File: src/rtl/dlc_pkg.sv
package dlc_pkg;
    typedef enum logic [1:0] {
        ST_COARSE = 2'd0,
        ST_FINE   = 2'd1,
        ST_LOCK   = 2'd2
    } dlc_state_e;
endpackage

File: src/rtl/dlc_therm2bin.sv
module dlc_therm2bin #(
    parameter int TDC_W = 5,
    localparam int CRS_W = $clog2(TDC_W + 1)
) (
    input  logic [TDC_W-1:0] therm,
    output logic [CRS_W-1:0] bin
);
    logic stop;
    always_comb begin
        bin  = '0;
        stop = 1'b0;
        for (int i = 0; i < TDC_W; i++) begin
            if (!stop && therm[i]) bin = CRS_W'(i + 1);
            else                   stop = 1'b1;
        end
    end
endmodule

File: src/rtl/dlc_settle_timer.sv
module dlc_settle_timer #(
    parameter int SETTLE_CYC = 4,
    localparam int CNT_W = $clog2(SETTLE_CYC + 1)
) (
    input  logic clk,
    input  logic rst_n,
    input  logic clr,
    output logic done
);
    logic [CNT_W-1:0] cnt_q;

    assign done = (cnt_q == CNT_W'(SETTLE_CYC - 1));

    always_ff @(posedge clk or negedge rst_n) begin
        if (!rst_n)      cnt_q <= '0;
        else if (clr)    cnt_q <= '0;
        else if (done)   cnt_q <= '0;
        else             cnt_q <= cnt_q + 1'b1;
    end
endmodule

File: src/rtl/dlc_tap_map.sv
module dlc_tap_map #(
    parameter int NUM_TAPS   = 10,
    parameter int TAP_LO     = 3,
    parameter int DUTY_STEPS = 5,
    parameter int DUTY_W     = 3,
    localparam int TAP_W = $clog2(NUM_TAPS)
) (
    input  logic [DUTY_W-1:0] duty,
    output logic [TAP_W-1:0]  tap
);
    localparam int TAP_HI = TAP_LO + DUTY_STEPS - 1;

    always_comb begin
        if (duty >= DUTY_W'(DUTY_STEPS)) tap = TAP_W'(TAP_HI);
        else                             tap = TAP_W'(TAP_LO) + TAP_W'(duty);
    end
endmodule

File: src/rtl/dline_lock_ctrl.sv
module dline_lock_ctrl #(
    parameter int TDC_W      = 5,
    parameter int FINE_W     = 4,
    parameter int SETTLE_CYC = 4,
    parameter int NUM_TAPS   = 10,
    parameter int TAP_LO     = 3,
    parameter int DUTY_STEPS = 5,
    parameter int DUTY_W     = 3,
    localparam int CRS_W  = $clog2(TDC_W + 1),
    localparam int CODE_W = CRS_W + FINE_W,
    localparam int TAP_W  = $clog2(NUM_TAPS)
) (
    input  logic              clk,
    input  logic              rst_n,
    input  logic              restart,
    input  logic [TDC_W-1:0]  tdc_therm,
    input  logic              early_late,
    input  logic [DUTY_W-1:0] duty_sel,
    output logic [CODE_W-1:0] dl_code,
    output logic              locked,
    output logic [TAP_W-1:0]  tap_sel
);
    import dlc_pkg::*;

    localparam int BIT_W = (FINE_W > 1) ? $clog2(FINE_W) : 1;
    localparam logic [CRS_W-1:0]  MID_C = CRS_W'(TDC_W / 2);
    localparam logic [FINE_W-1:0] MID_F = FINE_W'(1) << (FINE_W - 1);

    dlc_state_e        state_q, state_d;
    logic [CRS_W-1:0]  coarse_q;
    logic [FINE_W-1:0] fine_q;
    logic [BIT_W-1:0]  bit_q;
    logic [CRS_W-1:0]  therm_bin;
    logic              tmr_done;
    logic              tmr_clr;

    dlc_therm2bin #(.TDC_W(TDC_W)) u_t2b (
        .therm (tdc_therm),
        .bin   (therm_bin)
    );

    assign tmr_clr = restart || (state_q == ST_LOCK);

    dlc_settle_timer #(.SETTLE_CYC(SETTLE_CYC)) u_tmr (
        .clk   (clk),
        .rst_n (rst_n),
        .clr   (tmr_clr),
        .done  (tmr_done)
    );

    dlc_tap_map #(
        .NUM_TAPS   (NUM_TAPS),
        .TAP_LO     (TAP_LO),
        .DUTY_STEPS (DUTY_STEPS),
        .DUTY_W     (DUTY_W)
    ) u_tap (
        .duty (duty_sel),
        .tap  (tap_sel)
    );

    // next-state logic
    always_comb begin
        state_d = state_q;
        unique case (state_q)
            ST_COARSE: if (tmr_done) state_d = ST_FINE;
            ST_FINE:   if (tmr_done && bit_q == '0) state_d = ST_LOCK;
            ST_LOCK:   state_d = ST_LOCK;
            default:   state_d = ST_COARSE;
        endcase
        if (restart) state_d = ST_COARSE;
    end

    // state register
    always_ff @(posedge clk or negedge rst_n) begin
        if (!rst_n) state_q <= ST_COARSE;
        else        state_q <= state_d;
    end

    // code registers
    always_ff @(posedge clk or negedge rst_n) begin
        if (!rst_n) begin
            coarse_q <= MID_C;
            fine_q   <= MID_F;
            bit_q    <= BIT_W'(FINE_W - 1);
        end else if (restart) begin
            coarse_q <= MID_C;
            fine_q   <= MID_F;
            bit_q    <= BIT_W'(FINE_W - 1);
        end else begin
            unique case (state_q)
                ST_COARSE: if (tmr_done) coarse_q <= therm_bin;
                ST_FINE: begin
                    if (tmr_done) begin
                        if (early_late) fine_q[bit_q] <= 1'b0;
                        if (bit_q != '0) begin
                            fine_q[bit_q - 1'b1] <= 1'b1;
                            bit_q                <= bit_q - 1'b1;
                        end
                    end
                end
                ST_LOCK: ;
                default: ;
            endcase
        end
    end

    assign dl_code = {coarse_q, fine_q};
    assign locked  = (state_q == ST_LOCK);
endmodule

File: config.mk
export PLATFORM = sky130hd
export DESIGN_NAME = dline_lock_ctrl
export DESIGN_NICKNAME = d
export VERILOG_FILES = /design/src/rtl/dlc_pkg.sv /design/src/rtl/dlc_therm2bin.sv /design/src/rtl/dlc_settle_timer.sv /design/src/rtl/dlc_tap_map.sv /design/src/rtl/dline_lock_ctrl.sv
export SDC_FILE = /design/constraint.sdc
export NUM_CORES = 1
export LEC_CHECK = 0
export CORE_UTILIZATION = 46
export CTS_CLUSTER_DIAMETER = 100
export DETAILED_ROUTE_END_ITERATION = 10
export PLACE_DENSITY = 0.87
export SLEW_MARGIN = 20
export SYNTH_ARGS = -nofsm -noshare
export SYNTH_HDL_FRONTEND = slang
export SYNTH_SLANG_ARGS = --single-unit
File: constraint.sdc
create_clock -name clk -period 2 [get_ports clk]
set_input_delay 0.4 -clock clk [delete_from_list [all_inputs] [get_ports clk]]
set_output_delay 0.4 -clock clk [all_outputs]
set_load 0.05 [all_outputs]
==> results_dict.tcl <==
set metrics [dict create \
    gr-usage-all-layers_pct 20.0 \
    path_buf_inv 3 \
    drv_cap 0 \
    r2r_end "bit_q[1]" \
    rows 15 \
    cts.clk_slew.worst_paths_ps 90 \
    start_util_pct 49.9 \
    critPathCaptureType "output pin" \
    yosys_warnings 0 \
    antenna_found_initial 0 \
    maxSlewViolCount 0 \
    die-area_mm2 0.00209 \
    path_max_fanout 2 \
    met1_usage_pct 22.7 \
    antennaDiodeCount 0 \
    slew_headroom_pct 57.3 \
    ys_types 35 \
    avgSynthCellArea_um2 10.0 \
    cts_setup_buffers 0 \
    cp.arrival_ps 1490 \
    layout-drive-gt1-share_pct 20.0 \
    hpwl_um 1500 \
    clkLatencyLatePin_ps 290 \
    synthToLayoutAreaGrowth_pct 37.4 \
    rsz0062_at_grt "false" \
    clockBufferDepth 2 \
    met3_usage_pct 5.95 \
    hold_depth 1 \
    reg2regPathDepth 4 \
    gp_congestion 0.861 \
    drc 0 \
    cts_tree "yes" \
    h-tree-depth 1 \
    wl_um 1910 \
    p_leak_uw 0.000549 \
    hold_path_end "u_tmr.cnt_q[0]" \
    clockRootBuffer "clkbuf_4" \
    io_buffers 22 \
    viasPerCell 5.19 \
    drt_iter0_markers 4 \
    worst_ep_required_time_ps 1600 \
    core_area_mm2 0.00176 \
    ir_drop_v 0.000494 \
    crit_path_cell_trace "dlygate4sd2_1, inv_1, ha_1, nor3_2, nor3b_2, a21oi_1, buf_4" \
    fin_util_pct 68.5 \
    netlist_area_um2 880 \
    ys_seq_area_share_pct 40.4 \
    hold_buffers 0 \
    r2r-start "bit_q[0]" \
    busiest_layer "met2" \
    wl_per_cell_um 13.7 \
    worstSetupStartpointType "input pin" \
    synthesis.nets 111 \
    drt_first_pass_iters 3 \
    dp_cells 136 \
    die_w_um 45.7 \
    max_clock_freq_mhz 528 \
    status "complete, no violations" \
    grt_pass1_vias 691 \
    finalNonFillerCells 140 \
    crit_family "buffers and inverters" \
    finClkSkew_ps 1.04 \
    final.period_utilization_pct 94.7 \
    numCtsBuffers 3 \
    grt_pass1_wl_um 2950 \
    fin_nets 139 \
    synth_cells 88 \
    min_from "u_tmr.cnt_q[0]" \
    crit_path_max_incr_delay_ps 230 \
    die_y_um 45.7 \
    place_area_mm2 0.00116 \
    finalHoldViolCount 0 \
    rrSetupSlack_ps 410 \
    fin_area_mm2 0.00121 \
    setup-violations-final 0 \
    met2_usage_pct 37.1 \
    ys_ff_latch 14 \
    cts_sinks 14 \
    grt_max_degree 17 \
    layout_min_cycle_time_ps 1890 \
    cp_slowest_cell "dlygate4sd2_1" \
    ios 24 \
    ant_nets 0 \
    tightest_slew_ps 639 \
    cellPowerDensity_mw_per_mm2 549 \
    crit_type "input pin to output pin" \
    vias 727 \
    hold_class "register to register" \
    nFillCells 143 \
    overflow 0 \
]
cell usage in the layout (no fill, tap or decap), types with 3 or more instances in the layout:
cell,instances
a21oi_1,6
buf_12,3
buf_4,6
clkbuf_4,3
clkdlybuf4s50_1,14
dfrtp_1,10
dfstp_2,4
ha_1,11
inv_1,8
nand2_1,5
nand2b_1,5
nand3b_1,4
nor2_1,3
synthesized netlist by cell type:
cell type	number	area (um2)
conb_1	1	3.75
a211o_2	1	10.0
dfstp_2	4	105
clkbuf_1	1	3.75
nand2b_1	5	31.3
o41ai_1	1	8.76
nor4b_1	1	8.76
nand4bb_1	1	11.3
inv_1	8	30.0
nand3b_1	4	30.0
nor3_1	3	15.0
nor2b_1	1	6.26
a2bb2oi_1	1	8.76
a21oi_1	6	30.0
ha_1	11	138
nand3b_2	1	11.3
xnor2_1	1	8.76
a21o_1	1	7.51
o31ai_1	1	7.51
and2b_1	1	7.51
nand2_1	5	18.8
a21boi_0	1	7.51
buf_4	1	7.51
a221oi_1	1	8.76
o21ai_0	2	10.0
a21oi_2	1	8.76
nand3_1	2	10.0
nor2_1	3	11.3
or3_1	1	6.26
mux2i_1	1	10.0
nor3b_1	3	22.5
dfrtp_1	10	250
a211o_1	1	8.76
nor4_1	1	6.26
and3b_2	1	10.0
power by group:
| group | switching (uW) | internal (uW) |
|---|---|---|
| registers | 5.55 | 295 |
| logic | 82.7 | 65.3 |
| clock network | 104 | 111 |
metrics by stage:
stage / power [uW] / hold slack [ps] / setup TNS [ps] / worst slack [ps]
floorplan: 387 / 104 / 0 / 83.2
global placement: 449 / 431 / -127 / -87.2
detailed placement: 455 / 437 / -319 / -212
CTS: 669 / 449 / 0 / 98.5
global route: 686 / 453 / 0 / 34.1
finish: 664 / 447 / 0 / 106
per-layer routing:
layer	vias to the layer above	share of wire [%]
li1	364	-
met3	0	4.0
met4	0	0
met2	14	53
met1	349	43
met5	-	0
timing repair:
item / in CTS / in global routing
resized for setup: 4 / 0
hold endpoints to repair: 0 / 0
setup endpoints to repair: 2 / 0
cell type report:
type                       instances  area, um2  share of cell area [%]
sequential                        14        355                    29.4
clock buffer                       4       36.3                    3.00
multi-input combinational         64        493                    40.8
tap                               25       31.3                    2.59
inverter                           8       30.0                    2.48
timing repair buffer              25        263                    21.7
registers in the layout, indices dropped and copies added, names as in the netlist:
name,count
u_tmr.cnt_q,3
bit_q,2
fine_q,4
coarse_q,3
state_q,2
how the worst max path moves through the flow:
stage / slack, ps / cells after the start / endpoint / from
floorplan: 80 / 5 / tap_sel[2] / duty_sel[1]
global placement: -90 / 7 / tap_sel[2] / duty_sel[1]
detailed placement: -210 / 7 / tap_sel[2] / duty_sel[1]
CTS: 100 / 7 / tap_sel[2] / duty_sel[1]
global route: 30 / 7 / tap_sel[2] / duty_sel[1]
finish: 110 / 7 / tap_sel[2] / duty_sel[1]
kinds of logic (layout without fill, tap and decap cells):
logic type	Yosys count	after routing	synth area share (%)
AOI/OAI and AO/OA	17	17	13.2
xor gates and xnor gates	1	1	0.996
other	1	1	0.426
adders and majority gates	11	11	15.6
DFF	14	14	40.4
buffers and inverters	10	37	4.69
muxes	1	1	1.14
and+or+nand+nor	33	33	23.5
Note: power is estimated with default switching activity, not from simulation.
